<file path="config.mk">
export PLATFORM = sky130hd
export DESIGN_NAME = pdwake_ctrl
export DESIGN_NICKNAME = d
export VERILOG_FILES = /design/src/rtl/pdwake_pkg.sv /design/src/rtl/pdwake_fsm.sv /design/src/rtl/pdwake_regs.sv /design/src/rtl/pdwake_ctrl.sv
export SDC_FILE = /design/constraint.sdc
export NUM_CORES = 1
export LEC_CHECK = 0
export BUFFER_PORTS_ARGS = -buffer_cell sky130_fd_sc_hd__buf_2
export CAP_MARGIN = 20
export CORE_ASPECT_RATIO = 0.6
export CORE_MARGIN = 4
export CORE_UTILIZATION = 53
export DETAILED_ROUTE_END_ITERATION = 8
export MAX_ROUTING_LAYER = met4
export PLACE_DENSITY = 0.76
export SLEW_MARGIN = 5
export SYNTH_ARGS = -nofsm -noshare
export SYNTH_HDL_FRONTEND = slang
export SYNTH_SLANG_ARGS = --single-unit
</file>
<file path="constraint.sdc">
create_clock -name clk -period 3.4 [get_ports clk]
set_clock_uncertainty 0.15 [all_clocks]
set_input_delay 0.17 -clock clk [delete_from_list [all_inputs] [get_ports clk]]
set_output_delay 0.17 -clock clk [all_outputs]
set_load 0.02 [all_outputs]
</file>
<file path="src/rtl/pdwake_pkg.sv">
package pdwake_pkg;
  typedef enum logic [1:0] {
    ST_RUN   = 2'd0,
    ST_ENTER = 2'd1,
    ST_DOWN  = 2'd2,
    ST_WAKE  = 2'd3
  } pdState_e;

  typedef struct packed {
    logic loadTimer;
    logic decTimer;
    logic clearStatus;
    logic setReject;
    logic causePin;
    logic causeAlarm;
  } pdStrobe_t;

  localparam logic [1:0] ADDR_ALARM  = 2'd0;
  localparam logic [1:0] ADDR_CTRL   = 2'd1;
  localparam logic [1:0] ADDR_TIMER  = 2'd2;
  localparam logic [1:0] ADDR_STATUS = 2'd3;
endpackage

</file>
<file path="src/rtl/pdwake_fsm.sv">
module pdwake_fsm
  import pdwake_pkg::*;
(
  input  logic      clk,
  input  logic      rstN,
  input  logic      startReq,
  input  logic      pllStopCfg,
  input  logic      alarmIsZero,
  input  logic      timerIsOne,
  input  logic      irqPending,
  input  logic      irqPin,
  input  logic      slowTick,
  input  logic      idleAck,
  input  logic      pllLock,
  output pdStrobe_t strobe,
  output logic      clkEnable,
  output logic      pllOff,
  output logic      pdActive
);
  pdState_e stateQ, stateD;
  logic blocked, expire;

  assign blocked = irqPending | irqPin;
  assign expire  = slowTick & timerIsOne;

  always_comb begin
    stateD = stateQ;
    strobe = '0;
    unique case (stateQ)
      ST_RUN: begin
        if (startReq) begin
          strobe.clearStatus = 1'b1;
          if (blocked) begin
            strobe.setReject = 1'b1;
          end else if (alarmIsZero) begin
            strobe.causeAlarm = 1'b1;
          end else begin
            strobe.loadTimer = 1'b1;
            stateD = ST_ENTER;
          end
        end
      end
      ST_ENTER: if (idleAck) stateD = ST_DOWN;
      ST_DOWN: begin
        strobe.decTimer   = slowTick;
        strobe.causePin   = irqPin;
        strobe.causeAlarm = expire;
        if (irqPin || expire) stateD = ST_WAKE;
      end
      ST_WAKE: if (!pllStopCfg || pllLock) stateD = ST_RUN;
      default: stateD = ST_RUN;
    endcase
  end

  always_ff @(posedge clk or negedge rstN) begin
    if (!rstN) stateQ <= ST_RUN;
    else       stateQ <= stateD;
  end

  assign clkEnable = (stateQ == ST_RUN) || (stateQ == ST_ENTER);
  assign pllOff    = (stateQ == ST_DOWN) && pllStopCfg;
  assign pdActive  = (stateQ != ST_RUN);

  // clock stays enabled while the idle handshake is outstanding
  a_r4_hold_until_ack: assert property (@(posedge clk) disable iff (!rstN)
    (stateQ == ST_ENTER && !idleAck) |=> clkEnable);
  // a refused start leaves the controller running
  a_r3_refuse_stays: assert property (@(posedge clk) disable iff (!rstN)
    (stateQ == ST_RUN && startReq && blocked) |=> (clkEnable && !pdActive));
  // PLL stop request only when configured
  a_r8_pll_cfg: assert property (@(posedge clk) disable iff (!rstN)
    pllOff |-> (pllStopCfg && !clkEnable));
  // no clock release before lock when the PLL was stopped
  a_r9_wait_lock: assert property (@(posedge clk) disable iff (!rstN)
    (stateQ == ST_WAKE && pllStopCfg && !pllLock) |=> !clkEnable);
endmodule

</file>
<file path="src/rtl/pdwake_regs.sv">
module pdwake_regs
  import pdwake_pkg::*;
#(
  parameter int CNT_W = 16
) (
  input  logic             clk,
  input  logic             rstN,
  input  logic             regWrEn,
  input  logic [1:0]       regAddr,
  input  logic [CNT_W-1:0] regWrData,
  output logic [CNT_W-1:0] regRdData,
  input  pdStrobe_t        strobe,
  output logic             startReq,
  output logic             pllStopCfg,
  output logic             alarmIsZero,
  output logic             timerIsOne
);
  localparam int STAT_W = 3;
  localparam logic [CNT_W-1:0] ONE = CNT_W'(1);

  logic [CNT_W-1:0]  alarmQ, timerQ;
  logic [STAT_W-1:0] statusQ, statusD;
  logic              pllStopQ;
  logic              wrAlarm, wrCtrl, wrTimer;

  assign wrAlarm = regWrEn && (regAddr == ADDR_ALARM);
  assign wrCtrl  = regWrEn && (regAddr == ADDR_CTRL);
  assign wrTimer = regWrEn && (regAddr == ADDR_TIMER);

  assign startReq    = wrCtrl && regWrData[0];
  assign pllStopCfg  = pllStopQ;
  assign alarmIsZero = (alarmQ == '0);
  assign timerIsOne  = (timerQ == ONE);

  always_ff @(posedge clk or negedge rstN) begin
    if (!rstN) begin
      alarmQ   <= '0;
      pllStopQ <= 1'b0;
    end else begin
      if (wrAlarm) alarmQ <= regWrData;
      if (wrCtrl)  pllStopQ <= regWrData[1];
    end
  end

  always_ff @(posedge clk or negedge rstN) begin
    if (!rstN)                 timerQ <= '0;
    else if (strobe.loadTimer) timerQ <= alarmQ;
    else if (strobe.decTimer && timerQ != '0) timerQ <= timerQ - ONE;
    else if (wrTimer)          timerQ <= regWrData;
  end

  always_comb begin
    statusD = strobe.clearStatus ? '0 : statusQ;
    if (strobe.causePin)   statusD[0] = 1'b1;
    if (strobe.causeAlarm) statusD[1] = 1'b1;
    if (strobe.setReject)  statusD[2] = 1'b1;
  end

  always_ff @(posedge clk or negedge rstN) begin
    if (!rstN) statusQ <= '0;
    else       statusQ <= statusD;
  end

  always_comb begin
    unique case (regAddr)
      ADDR_ALARM: regRdData = alarmQ;
      ADDR_CTRL:  regRdData = CNT_W'({pllStopQ, 1'b0});
      ADDR_TIMER: regRdData = timerQ;
      default:    regRdData = CNT_W'(statusQ);
    endcase
  end

  // one step down per tick while stopped
  a_r5_dec_one: assert property (@(posedge clk) disable iff (!rstN)
    (strobe.decTimer && timerQ != '0) |=> (timerQ == $past(timerQ) - ONE));
  // simultaneous causes both recorded
  a_r7_both_causes: assert property (@(posedge clk) disable iff (!rstN)
    (strobe.causePin && strobe.causeAlarm) |=> (statusQ[1:0] == 2'b11));
  // an accepted start copies the alarm value
  a_r4_load: assert property (@(posedge clk) disable iff (!rstN)
    strobe.loadTimer |=> (timerQ == $past(alarmQ)));
endmodule

</file>
<file path="src/rtl/pdwake_ctrl.sv">
module pdwake_ctrl
  import pdwake_pkg::*;
#(
  parameter int CNT_W = 16
) (
  input  logic             clk,
  input  logic             rstN,
  input  logic             regWrEn,
  input  logic [1:0]       regAddr,
  input  logic [CNT_W-1:0] regWrData,
  output logic [CNT_W-1:0] regRdData,
  input  logic             irqPending,
  input  logic             irqPin,
  input  logic             slowTick,
  input  logic             idleAck,
  input  logic             pllLock,
  output logic             clkEnable,
  output logic             pllOff,
  output logic             pdActive
);
  pdStrobe_t strobe;
  logic startReq, pllStopCfg, alarmIsZero, timerIsOne;

  pdwake_fsm uFsm (
    .clk(clk), .rstN(rstN), .startReq(startReq), .pllStopCfg(pllStopCfg),
    .alarmIsZero(alarmIsZero), .timerIsOne(timerIsOne),
    .irqPending(irqPending), .irqPin(irqPin), .slowTick(slowTick),
    .idleAck(idleAck), .pllLock(pllLock), .strobe(strobe),
    .clkEnable(clkEnable), .pllOff(pllOff), .pdActive(pdActive)
  );

  pdwake_regs #(.CNT_W(CNT_W)) uRegs (
    .clk(clk), .rstN(rstN), .regWrEn(regWrEn), .regAddr(regAddr),
    .regWrData(regWrData), .regRdData(regRdData), .strobe(strobe),
    .startReq(startReq), .pllStopCfg(pllStopCfg),
    .alarmIsZero(alarmIsZero), .timerIsOne(timerIsOne)
  );
endmodule

</file>
==> results of run 1 <==
[worst register-to-register path, delay by kind of cell (launching register included)]
family	cells	cell delay, ns
and+or+nand+nor	3	1.45
AOI/OAI and AO/OA	2	0.47
DFF	1	0.43
[synthesized netlist by cell type, drive strengths merged (2+ instances only)]
cell    count
inv        12
o311ai      3
o221ai      3
o211ai      4
mux2       21
a21oi      11
o21ai       9
nor4b       2
nand3      11
a41oi       5
o41ai       2
nor3       10
or3         6
nor4       11
or2         2
nand4       3
ha          7
buf        11
mux2i      15
a22o        3
and3b       2
nor2       30
clkbuf      3
or4         3
and4        3
nand2      20
a31oi       4
dfrtp      38
and2        3
[layer usage]
metal  vias to the layer above  share of wire [%]  global-route usage [%]  wire length (µm)
met5                         -                  0                       -                 0
li1                       1127                  -                       -                 -
met3                        25                 13                    8.28              1010
met1                      1205                 45                    41.8              3580
met4                         0                1.9                    5.79               151
met2                       185                 40                    34.8              3170
[sequential cells by signal, summed over array words and instances, names as in the netlist]
signal,cells
uRegs.alarmQ,16
uRegs.timerQ,16
uRegs.statusQ,3
uFsm.stateQ,2
uRegs.pllStopCfg,1
[cells by family (layout without fill, tap and decap cells)]
family                     after synthesis  in the layout  share of synthesized area [%]
and+or+nand+nor                        110            110                           24.3
AOI/OAI and AO/OA                       54             54                           15.4
DFF                                     38             38                           36.6
muxes                                   37             37                           15.8
buffers and inverters                   26             77                           4.53
adders and majority gates                7              7                           3.37
[how the worst max path moves through the flow]
stage                     startpoint               end  slack [ns]
floorplan            uRegs.timerQ[0]  uRegs.timerQ[12]        1.32
global placement          regAddr[0]   uRegs.timerQ[1]        0.86
finish              uRegs.alarmQ[11]  uRegs.timerQ[15]        0.83
CTS                   uFsm.stateQ[0]   uRegs.timerQ[1]        0.87
global route          uFsm.stateQ[0]   uRegs.timerQ[9]        0.69
detailed placement    uFsm.stateQ[0]   uRegs.timerQ[1]        0.90
[power breakdown]
group / total, mW / switching (mW) / internal, mW
combinational: 0.837 / 0.473 / 0.365
clock: 0.404 / 0.169 / 0.235
sequential: 0.836 / 0.242 / 0.594
total: 2.08 / 0.884 / 1.19
[area by class of cell]
class / count / area share (%)
clock buffer: 6 / 2.69
clock inverter: 1 / 0.978
inverter: 12 / 1.47
multi-input combinational: 208 / 49.7
sequential: 38 / 31.0
tap: 63 / 2.57
timing repair buffer: 58 / 11.6
[layout by cell type, fill, tap and decap left out, drive strengths merged, types with 3 or more instances in the layout]
cell / netlist / layout
buf: 11 / 45
and2: 3 / 3
a41oi: 5 / 5
clkbuf: 3 / 6
or4: 3 / 3
inv: 12 / 12
ha: 7 / 7
a21oi: 11 / 11
nand3: 11 / 11
o211ai: 4 / 4
nor2: 30 / 30
or3: 6 / 6
mux2: 21 / 21
o221ai: 3 / 3
and4: 3 / 3
dfrtp: 38 / 38
nand2: 20 / 20
nand4: 3 / 3
dlygate4sd3: 0 / 13
o311ai: 3 / 3
nor4: 11 / 11
a31oi: 4 / 4
a22o: 3 / 3
mux2i: 15 / 15
nor3: 10 / 10
o21ai: 9 / 9
[metrics by stage]
stage	hold WS (ns)	std cells
final	0.0141	386
after global placement	0.187	366
after floorplan	-0.276	272
after CTS	0.00104	386
after global routing	0.00556	386
after detailed placement	0.182	366
==> results_dict.tcl, run 1 <==
set metrics [dict create \
    post_drt_wl_per_cell_um 20.5 \
    share_of_flip_flops_with_an_asynchronous_set_or_reset_pct 100 \
    grt_start_max_net_pins 39 \
    n_fill_cell 402 \
    rsz0062_at_grt "false" \
    multi_input_area_um2 1530 \
    path_delay_family "simple AND/OR/NAND/NOR gates" \
    timing.critical_path.buf_inv 0 \
    ir_drop_mv 0.331 \
    detailed_routing_iterations_pass_1 6 \
    areaGrowthSynthToFinish_pct 18.4 \
    post-synth-top-area-cell "sky130_fd_sc_hd__dfrtp_1" \
    timing.critical_path.cells "nor4_1 > and4_1 > or4_1 > o221ai_1 > o21ai_0" \
    detailroute.via_count 2542 \
    hold_viol_final 0 \
    grt_use_total_pct 27.3 \
    cts_tree "done" \
    r2r-start "uRegs.alarmQ[11]" \
    r2r_endpoint "uRegs.timerQ[15]" \
    grt_pass1_vias 2425 \
    worst_r2r_path_depth 5 \
    cp_data_arrival_time_ns 2.64 \
    final_antenna_net_count 0 \
    dpl_cell_area_um2 2830 \
    place_worst_setup_slack_ns 0.895 \
    post_cts.repair.setup_buffers 0 \
    syn-num-nets 305 \
    yosys.area.top_type_share_pct 36.6 \
    dieArea_um2 6120 \
    ctsResizeCount 0 \
    setup_total_negative_slack_ns 0 \
    die_h_um 62.2 \
    synth_cells 272 \
    drv_slew 0 \
    critPathSlowestCell "sky130_fd_sc_hd__or4_1" \
    critical_path.max_fanout 22 \
    port_buffers 44 \
    critPathCaptureType "flop" \
    clock-sinks 38 \
    cts-buffers-inserted 5 \
    start_kind "flop" \
    whs_path_depth 2 \
    stdcell_area_um2 3070 \
    initial_core_util_pct 55.7 \
    global_route.overflow_total 0 \
    max-clock-path-buffers 2 \
    timing.hold.worst_endpoint "uRegs.alarmQ[1]" \
    netlist_top_cells_area "sky130_fd_sc_hd__dfrtp_1 (37%), sky130_fd_sc_hd__mux2_2 (9.1%), sky130_fd_sc_hd__mux2i_1 (5.8%)" \
    global_route_wire_length_before_repair_mm 13.1 \
    antenna_cells 0 \
    cts_max_level 2 \
    design.final.nets 356 \
    worstSkewPairLatency_ns 0.30 \
    fin_crit_sh_pct 75.6 \
    ff2ff_setup_slack_ns 0.83 \
    dp_hpwl_mm 5.70 \
    total_length_of_routed_wires_mm 7.91 \
    place.gp.congestion 1.01 \
    final_layout_size_suffix_gt1_share_pct 27.9 \
    cts.clk_slew.worst_paths_ns 0.08 \
    critical_path_cell_count 5 \
    run_status "complete, no violations" \
    final-seq-area_um2 951 \
    via_per_inst 6.59 \
    mappedNetlistArea_um2 2590 \
    synth_sequential_area_ratio_pct 36.6 \
    postSynth.topFlopCell "sky130_fd_sc_hd__dfrtp_1" \
    core_area_um2 4660 \
    delay_contributed_by_the_slowest_stage_of_the_critical_path_ns 0.68 \
    fp-row-count 19 \
    yosys_warnings 0 \
    buffer_type_at_the_clock_tree_root "sky130_fd_sc_hd__clkbuf_8" \
    synth_enable_flop_cells 0 \
    cp.required_ns 3.47 \
    ios 45 \
    design_power_total_mw 2.08 \
    timing.final.ws_setup_ns 0.831 \
    power_density_nw_per_um2 676 \
    postLayoutCoreUtil_pct 65.9 \
    report.final.setup_viol 0 \
    synth_cell_types 58 \
    critical_path_type "flop to flop" \
    dieWidth_um 98.3 \
    hold_path.class "primary input to flop" \
    detail_route.drc_violations 0 \
    max_freq_ghz 0.389 \
    hold_buffers 13 \
    power.leakage_nw 1.33 \
    max_slew_margin_pct 41.1 \
    period_needed_ns 2.57 \
    min_from "regWrData[1]" \
    worst_slew_pin_slew_ns 0.883 \
    cap_viol_max_count 0 \
    syn_area_per_cell_um2 9.54 \
    postSynthRegisterBits 38 \
    initial_antenna_violation_count 0 \
    starting_drc_count_in_detailed_routing 330 \
]
(Power assumes the default switching activity.)
==> run 2: changes to the inputs <==
--- a/config.mk
+++ b/config.mk
@@ -5,14 +5,15 @@
 export SDC_FILE = /design/constraint.sdc
 export NUM_CORES = 1
 export LEC_CHECK = 0
+export ABC_AREA = 1
 export BUFFER_PORTS_ARGS = -buffer_cell sky130_fd_sc_hd__buf_2
 export CAP_MARGIN = 20
 export CORE_ASPECT_RATIO = 0.6
 export CORE_MARGIN = 4
-export CORE_UTILIZATION = 53
+export CORE_UTILIZATION = 52
 export DETAILED_ROUTE_END_ITERATION = 8
 export MAX_ROUTING_LAYER = met4
-export PLACE_DENSITY = 0.76
+export PLACE_DENSITY = 0.77
 export SLEW_MARGIN = 5
 export SYNTH_ARGS = -nofsm -noshare
 export SYNTH_HDL_FRONTEND = slang
==> constraint.sdc (replaced) <==
create_clock -name clk -period 2.16 [get_ports clk]
set_clock_uncertainty 0.15 [all_clocks]
set_input_delay 0.108 -clock clk [delete_from_list [all_inputs] [get_ports clk]]
set_output_delay 0.108 -clock clk [all_outputs]
set_load 0.02 [all_outputs]
==> results_dict.tcl, run 2 <==
set metrics [dict create \
    ios 45 \
    dieArea_um2 6680 \
    hold_path.class "primary input to flop" \
    max_slew_margin_pct 41.7 \
    final_layout_size_suffix_gt1_share_pct 17.8 \
    detailed_routing_iterations_pass_1 5 \
    detailroute.via_count 3080 \
    max_freq_ghz 0.503 \
    cts.clk_slew.worst_paths_ns 0.09 \
    yosys.area.top_type_share_pct 33.9 \
    most_used_standard_cell_by_instance_count_after_synthesis "sky130_fd_sc_hd__nand2_1" \
    cts_tree "done" \
    synth_cell_types 31 \
    layout.cells.most_common "sky130_fd_sc_hd__nand2_1" \
    max-clock-path-buffers 2 \
    cap_viol_max_count 0 \
    fp-row-count 20 \
    clock-sinks 38 \
    stdcell_area_um2 3440 \
    critPathCaptureType "flop" \
    layout_common_cells "sky130_fd_sc_hd__nand2_1 (127), sky130_fd_sc_hd__inv_1 (59), sky130_fd_sc_hd__nand3_1 (50), sky130_fd_sc_hd__nor2_1 (49), sky130_fd_sc_hd__buf_2 (44)" \
    rsz0062_at_grt "false" \
    synth_sequential_area_ratio_pct 33.9 \
    die_h_um 64.9 \
    delay_contributed_by_the_slowest_stage_of_the_critical_path_ns 0.41 \
    dieWidth_um 103 \
    period_needed_ns 1.99 \
    largest_registers "uRegs.alarmQ (16), uRegs.timerQ (16), uRegs.statusQ (3)" \
    dpl_cell_area_um2 3150 \
    power.leakage_nw 1.89 \
    global_route.overflow_total 0 \
    cp_data_arrival_time_ns 2.05 \
    synth_cells 428 \
    worst_slew_pin_slew_ns 0.875 \
    via_per_inst 5.45 \
    mappedNetlistArea_um2 2810 \
    core_area_um2 5130 \
    design.final.nets 531 \
    post-synth-top-area-cell "sky130_fd_sc_hd__dfrtp_1" \
    crit_top_cell "sky130_fd_sc_hd__nand2_1" \
    run_status "complete, no violations" \
    share_of_flip_flops_with_an_asynchronous_set_or_reset_pct 100 \
    grt_use_total_pct 29.9 \
    drv_slew 0 \
    place.gp.congestion 1.02 \
    cts_max_level 2 \
    initial_antenna_violation_count 0 \
    wl_met2_mm 3.56 \
    starting_drc_count_in_detailed_routing 315 \
    ir_drop_mv 0.541 \
    routed_wire_length_on_met3_mm 1.23 \
    areaGrowthSynthToFinish_pct 22.5 \
    topRoutingLayerUsed "met4" \
    global_route_wire_length_before_repair_mm 14.8 \
    report.final.setup_viol 0 \
    critical_path_type "flop to flop" \
    netlist_top_cells_area "sky130_fd_sc_hd__dfrtp_1 (34%), sky130_fd_sc_hd__nand2_1 (17%), sky130_fd_sc_hd__nand3_1 (8.9%)" \
    total_length_of_routed_wires_mm 9.08 \
    postSynthRegisterBits 38 \
    critPathSlowestCell "sky130_fd_sc_hd__dfrtp_1" \
    post_drt_wl_per_cell_um 16.1 \
    start_kind "flop" \
    grt_start_max_net_pins 39 \
    detail_route.drc_violations 0 \
    postSynth.topFlopCell "sky130_fd_sc_hd__dfrtp_1" \
    hold_viol_final 0 \
    antenna_cells 0 \
    syn-num-nets 461 \
    timing.critical_path.cells "inv_1 > ha_1 > nand2_1 > nor2_2 > nand2_4 > nand2_8 > clkinvlp_2 > nand2_1 > nand3_1 > nand2_1 > nand2_1" \
    port_buffers 44 \
    routedLengthMet1_mm 4.17 \
    cts-buffers-inserted 5 \
    setup_total_negative_slack_ns 0 \
    fin_crit_sh_pct 92.1 \
    final_antenna_net_count 0 \
    syn_area_per_cell_um2 6.56 \
    buffer_type_at_the_clock_tree_root "sky130_fd_sc_hd__clkbuf_8" \
    grt_pass1_vias 2939 \
    synth_enable_flop_cells 0 \
    initial_core_util_pct 54.8 \
    synth.top_cells.by_count "sky130_fd_sc_hd__nand2_1 (127), sky130_fd_sc_hd__inv_1 (60), sky130_fd_sc_hd__nand3_1 (50), sky130_fd_sc_hd__nor2_1 (50), sky130_fd_sc_hd__dfrtp_1 (38)" \
    dp_hpwl_mm 6.60 \
    yosys_warnings 0 \
    critical_path.max_fanout 14 \
    cp.required_ns 2.22 \
    power_density_nw_per_um2 1030 \
    worstSkewPairLatency_ns 0.31 \
]
-- run 2: cell count changes in the layout (fill, tap and decap cells not counted), moves of 6 or more --
cell	change
sky130_fd_sc_hd__nand3_1	+39
sky130_fd_sc_hd__mux2i_1	-15
sky130_fd_sc_hd__mux2_2	-19
sky130_fd_sc_hd__nor2_1	+19
sky130_fd_sc_hd__nand2_1	+108
sky130_fd_sc_hd__nor4_1	-6
sky130_fd_sc_hd__o22ai_1	+11
sky130_fd_sc_hd__nor3_1	-8
sky130_fd_sc_hd__inv_1	+47
sky130_fd_sc_hd__buf_4	+15
sky130_fd_sc_hd__or3_1	-6
sky130_fd_sc_hd__nand4_1	+15
-- run 2: final cells by class --
class,count,area [µm²]
Inverter,61,233
Clock buffer,6,82.6
Fill cell,456,1690
Sequential cell,38,951
Clock inverter,2,12.5
Tap cell,66,82.6
Timing Repair inverter,1,5.00
Multi-Input combinational cell,313,1550
Timing Repair Buffer,78,522
-- run 2: final timing paths --
check                                       from          endpoint  slack, ns  cells after the start
worst min-delay path               regWrData[13]  uRegs.alarmQ[13]      0.008                      3
worst max-delay path             uRegs.timerQ[0]   uRegs.timerQ[8]       0.17                     11
worst max register to register   uRegs.timerQ[0]   uRegs.timerQ[8]       0.17                     11
max in group asynchronous                   rstN  uRegs.alarmQ[15]       1.01                      2
worst min register to register  uRegs.statusQ[0]  uRegs.statusQ[0]       0.37                      2
min in group asynchronous                   rstN   uRegs.timerQ[3]       0.29                      2
-- run 2: cells by family (layout without fill, tap and decap cells) --
group / Yosys count / after routing / synth area share [%]
flops: 38 / 38 / 33.9
xor+xnor: 5 / 5 / 1.56
buf+inv: 77 / 148 / 11.2
compound gates: 35 / 35 / 7.13
fa+ha+maj: 7 / 7 / 3.12
simple gates: 264 / 264 / 42.3
mux: 2 / 2 / 0.802
-- run 2: through the flow --
step / setup WS (ns) / power, mW / hold WS [ns] / instances / utilization, %
after floorplan: 0.451 / 2.37 / -0.338 / 428 / -
after global placement: 0.215 / 2.89 / 0.122 / 539 / 61.5
after detailed placement: 0.170 / 2.91 / 0.122 / 539 / 61.5
after CTS: 0.155 / 3.49 / 0.00541 / 564 / 66.6
after global routing: 0.0158 / 3.85 / 0.0229 / 565 / 67.1
final: 0.170 / 3.56 / 0.00813 / 565 / 67.1
-- run 2: what timing repair did --
action / CTS / global route
setup buffers: 0 / 0
setup endpoints to repair: 0 / 4
gates resized for setup: 0 / 4
hold buffers: 17 / 0
hold endpoints to repair: 58 / 0
-- run 2: metal layers --
metal | global-route usage (%) | vias to the layer above
li1 | - | 1509
met1 | 44.0 | 1403
met2 | 39.0 | 156
met3 | 10.2 | 12
met4 | 6.95 | 0
met5 | - | -
-- run 2: where the power goes --
part | internal (mW) | total [mW] | switching (mW)
Combinational | 0.663 | 1.83 | 1.17
Sequential | 0.940 | 1.18 | 0.237
Clock | 0.257 | 0.551 | 0.294
-- run 2: worst max-delay path: cells and delay by family (launching register included) --
family / cells / cell delay [ns]
buf+inv: 2 / 0.39
simple gates: 8 / 0.78
fa+ha+maj: 1 / 0.16
flops: 1 / 0.41
==> run 3: changes to the inputs <==
--- a/config.mk
+++ b/config.mk
@@ -8,7 +8,6 @@
 export ABC_AREA = 1
 export BUFFER_PORTS_ARGS = -buffer_cell sky130_fd_sc_hd__buf_2
 export CAP_MARGIN = 20
-export CORE_ASPECT_RATIO = 0.6
 export CORE_MARGIN = 4
 export CORE_UTILIZATION = 52
 export DETAILED_ROUTE_END_ITERATION = 8
==> results_dict.tcl, run 3 (synthesis results as in run 2) <==
set metrics [dict create \
    run_status "complete, no violations" \
    largest_registers "uRegs.alarmQ (16), uRegs.timerQ (16), uRegs.statusQ (3)" \
    timing.critical_path.buf_inv 2 \
    max-clock-path-buffers 2 \
    cts-buffers-inserted 5 \
    global_route_wire_length_before_repair_mm 13.7 \
    rsz0062_at_grt "true" \
    p_seq_share_pct 34.1 \
    ios 45 \
    ir_drop_mv 0.577 \
    critical_path_type "flop to flop" \
    whs_path_depth 3 \
    clock-sinks 38 \
    antenna_cells 0 \
    n_fill_cell 461 \
    sw_frac_of_total_pct 45.2 \
    max_freq_ghz 0.506 \
    critPathCaptureType "flop" \
    cts_max_level 2 \
    fin_hold_ws_ns 0.0646 \
    dieArea_um2 6640 \
    power_switching_mw 1.58 \
    start_kind "flop" \
    detailed_routing_iterations_pass_1 5 \
    worstSkewPairLatency_ns 0.30 \
    grt_start_max_net_pins 39 \
    p_comb_share_pct 48.1 \
    post_drt_wl_per_cell_um 14.8 \
    ff2ff_setup_slack_ns 0.18 \
    post_cts.repair.setup_buffers 0 \
    cp.required_ns 2.20 \
    dp_hpwl_mm 6.17 \
    post_layout_nonfiller_instances 561 \
    die_h_um 81.5 \
    delay_contributed_by_the_slowest_stage_of_the_critical_path_ns 0.40 \
    timing.critical_path.cells "inv_1 > ha_1 > nand2_1 > nor2_2 > nand2_4 > nand2_4 > inv_1 > nand2_1 > nand3_1 > nand2_1 > nand2_1" \
    cp_data_arrival_time_ns 2.02 \
    starting_drc_count_in_detailed_routing 239 \
    detail_route.drc_violations 0 \
    grt_use_total_pct 27.9 \
    cap_viol_max_count 0 \
    report.final.setup_viol 0 \
    worst_r2r_path_depth 11 \
    core_area_um2 5170 \
    grt_pass1_vias 2976 \
    design.final.nets 524 \
    areaGrowthSynthToFinish_pct 21.2 \
    place.detailed.instances 536 \
    final_layout_size_suffix_gt1_share_pct 16.1 \
    critical_path_cell_count 11 \
    worst_slew_pin_slew_ns 0.890 \
    power.leakage_nw 1.88 \
    fin_crit_sh_pct 91.6 \
    buffer_type_at_the_clock_tree_root "sky130_fd_sc_hd__clkbuf_8" \
    layout_common_cells "sky130_fd_sc_hd__nand2_1 (127), sky130_fd_sc_hd__inv_1 (60), sky130_fd_sc_hd__nand3_1 (50), sky130_fd_sc_hd__nor2_1 (49), sky130_fd_sc_hd__buf_2 (44)" \
    hold_path.class "primary input to flop" \
    port_buffers 44 \
    crit_top_cell "sky130_fd_sc_hd__nand2_1" \
    cell_internal_pwr_mw 1.92 \
    initial_core_util_pct 54.3 \
    layout.cells.most_common "sky130_fd_sc_hd__nand2_1" \
    path_delay_family "simple AND/OR/NAND/NOR gates" \
    critPathSlowestCell "sky130_fd_sc_hd__dfrtp_1" \
    dieWidth_um 81.5 \
    cts.clk_slew.worst_paths_ns 0.08 \
    critical_path.max_fanout 11 \
    final_antenna_net_count 0 \
    pwr-share-clk_pct 17.8 \
    place.gp.congestion 0.971 \
    max_slew_margin_pct 40.6 \
    via_per_inst 5.47 \
    initial_antenna_violation_count 0 \
    period_needed_ns 1.98 \
    cts_tree "done" \
    detailroute.via_count 3066 \
    fp-row-count 26 \
    hold_viol_final 0 \
    global_route.overflow_total 0 \
    total_length_of_routed_wires_mm 8.32 \
    drv_slew 0 \
    power_density_nw_per_um2 1030 \
]
==> run 3: cell types whose count changed in the layout (fill, tap and decap cells not counted), sizes merged <==
cell and change:
inv +1, buf -7, clkinv -1, dlygate4sd3 +1, clkinvlp -3, bufinv +1
==> run 3: worst min-delay path, stage by stage <==
cell and delay (ns):
sky130_fd_sc_hd__buf_2 0.11, sky130_fd_sc_hd__nand4_1 0.14, sky130_fd_sc_hd__o211ai_1 0.10
==> run 3: per-stage QoR <==
stage	TNS, ns	setup slack [ns]	power [mW]	util (%)	area (µm²)
3_3_place_gp	0	0.242	2.79	60.0	3110
6_report	0	0.182	3.50	65.8	3400
5_1_grt	-0.00331	-0.00331	3.80	65.8	3400
4_1_cts	0	0.165	3.49	65.7	3400
3_5_place_dp	0	0.177	2.83	60.0	3110
2_1_floorplan	0	0.451	2.37	-	2810
==> run 3: final timing paths <==
| kind | start | to |
|---|---|---|
| hold / removal | slowTick | uRegs.statusQ[1] |
| setup / recovery | uRegs.timerQ[0] | uRegs.timerQ[7] |
| min in group asynchronous | rstN | uRegs.alarmQ[14] |
| hold reg to reg | uRegs.statusQ[0] | uRegs.statusQ[0] |
| setup reg to reg | uRegs.timerQ[0] | uRegs.timerQ[7] |
| max in group asynchronous | rstN | uRegs.timerQ[2] |
==> run 3: metal layers <==
metal	vias up	global-route usage (%)	share of wire (%)
met2	113	48.0	49
met3	19	4.28	6.4
met4	0	9.46	2.3
met5	-	-	0
li1	1493	-	-
met1	1441	33.4	42
==> run 3: power by group through the flow <==
| stage | Combinational (mW) | Sequential (mW) | Clock (mW) |
|---|---|---|---|
| 2_1_floorplan | 1.25 | 1.13 | 0 |
| 3_3_place_gp | 1.60 | 1.19 | 0 |
| 3_5_place_dp | 1.63 | 1.20 | 0 |
| 4_1_cts | 1.67 | 1.19 | 0.639 |
| 5_1_grt | 1.91 | 1.22 | 0.669 |
| 6_report | 1.68 | 1.19 | 0.624 |
==> run 3: cell type report <==
type                            count  area [µm²]  share of cell area (%)
Clock inverter                      1        30.0                   0.882
Clock buffer                        6        82.6                    2.43
Timing Repair Buffer               72         479                    14.1
Inverter                           61         229                    6.73
Sequential cell                    38         951                    27.9
Multi-Input combinational cell    313        1550                    45.4
Tap cell                           70        87.6                    2.57
==> run 3: what timing repair did <==
| item | CTS | global route |
|---|---|---|
| gates resized for setup | 0 | 2 |
| hold buffers | 18 | 0 |
| hold endpoints to repair | 57 | 0 |
| setup endpoints to repair | 0 | 2 |
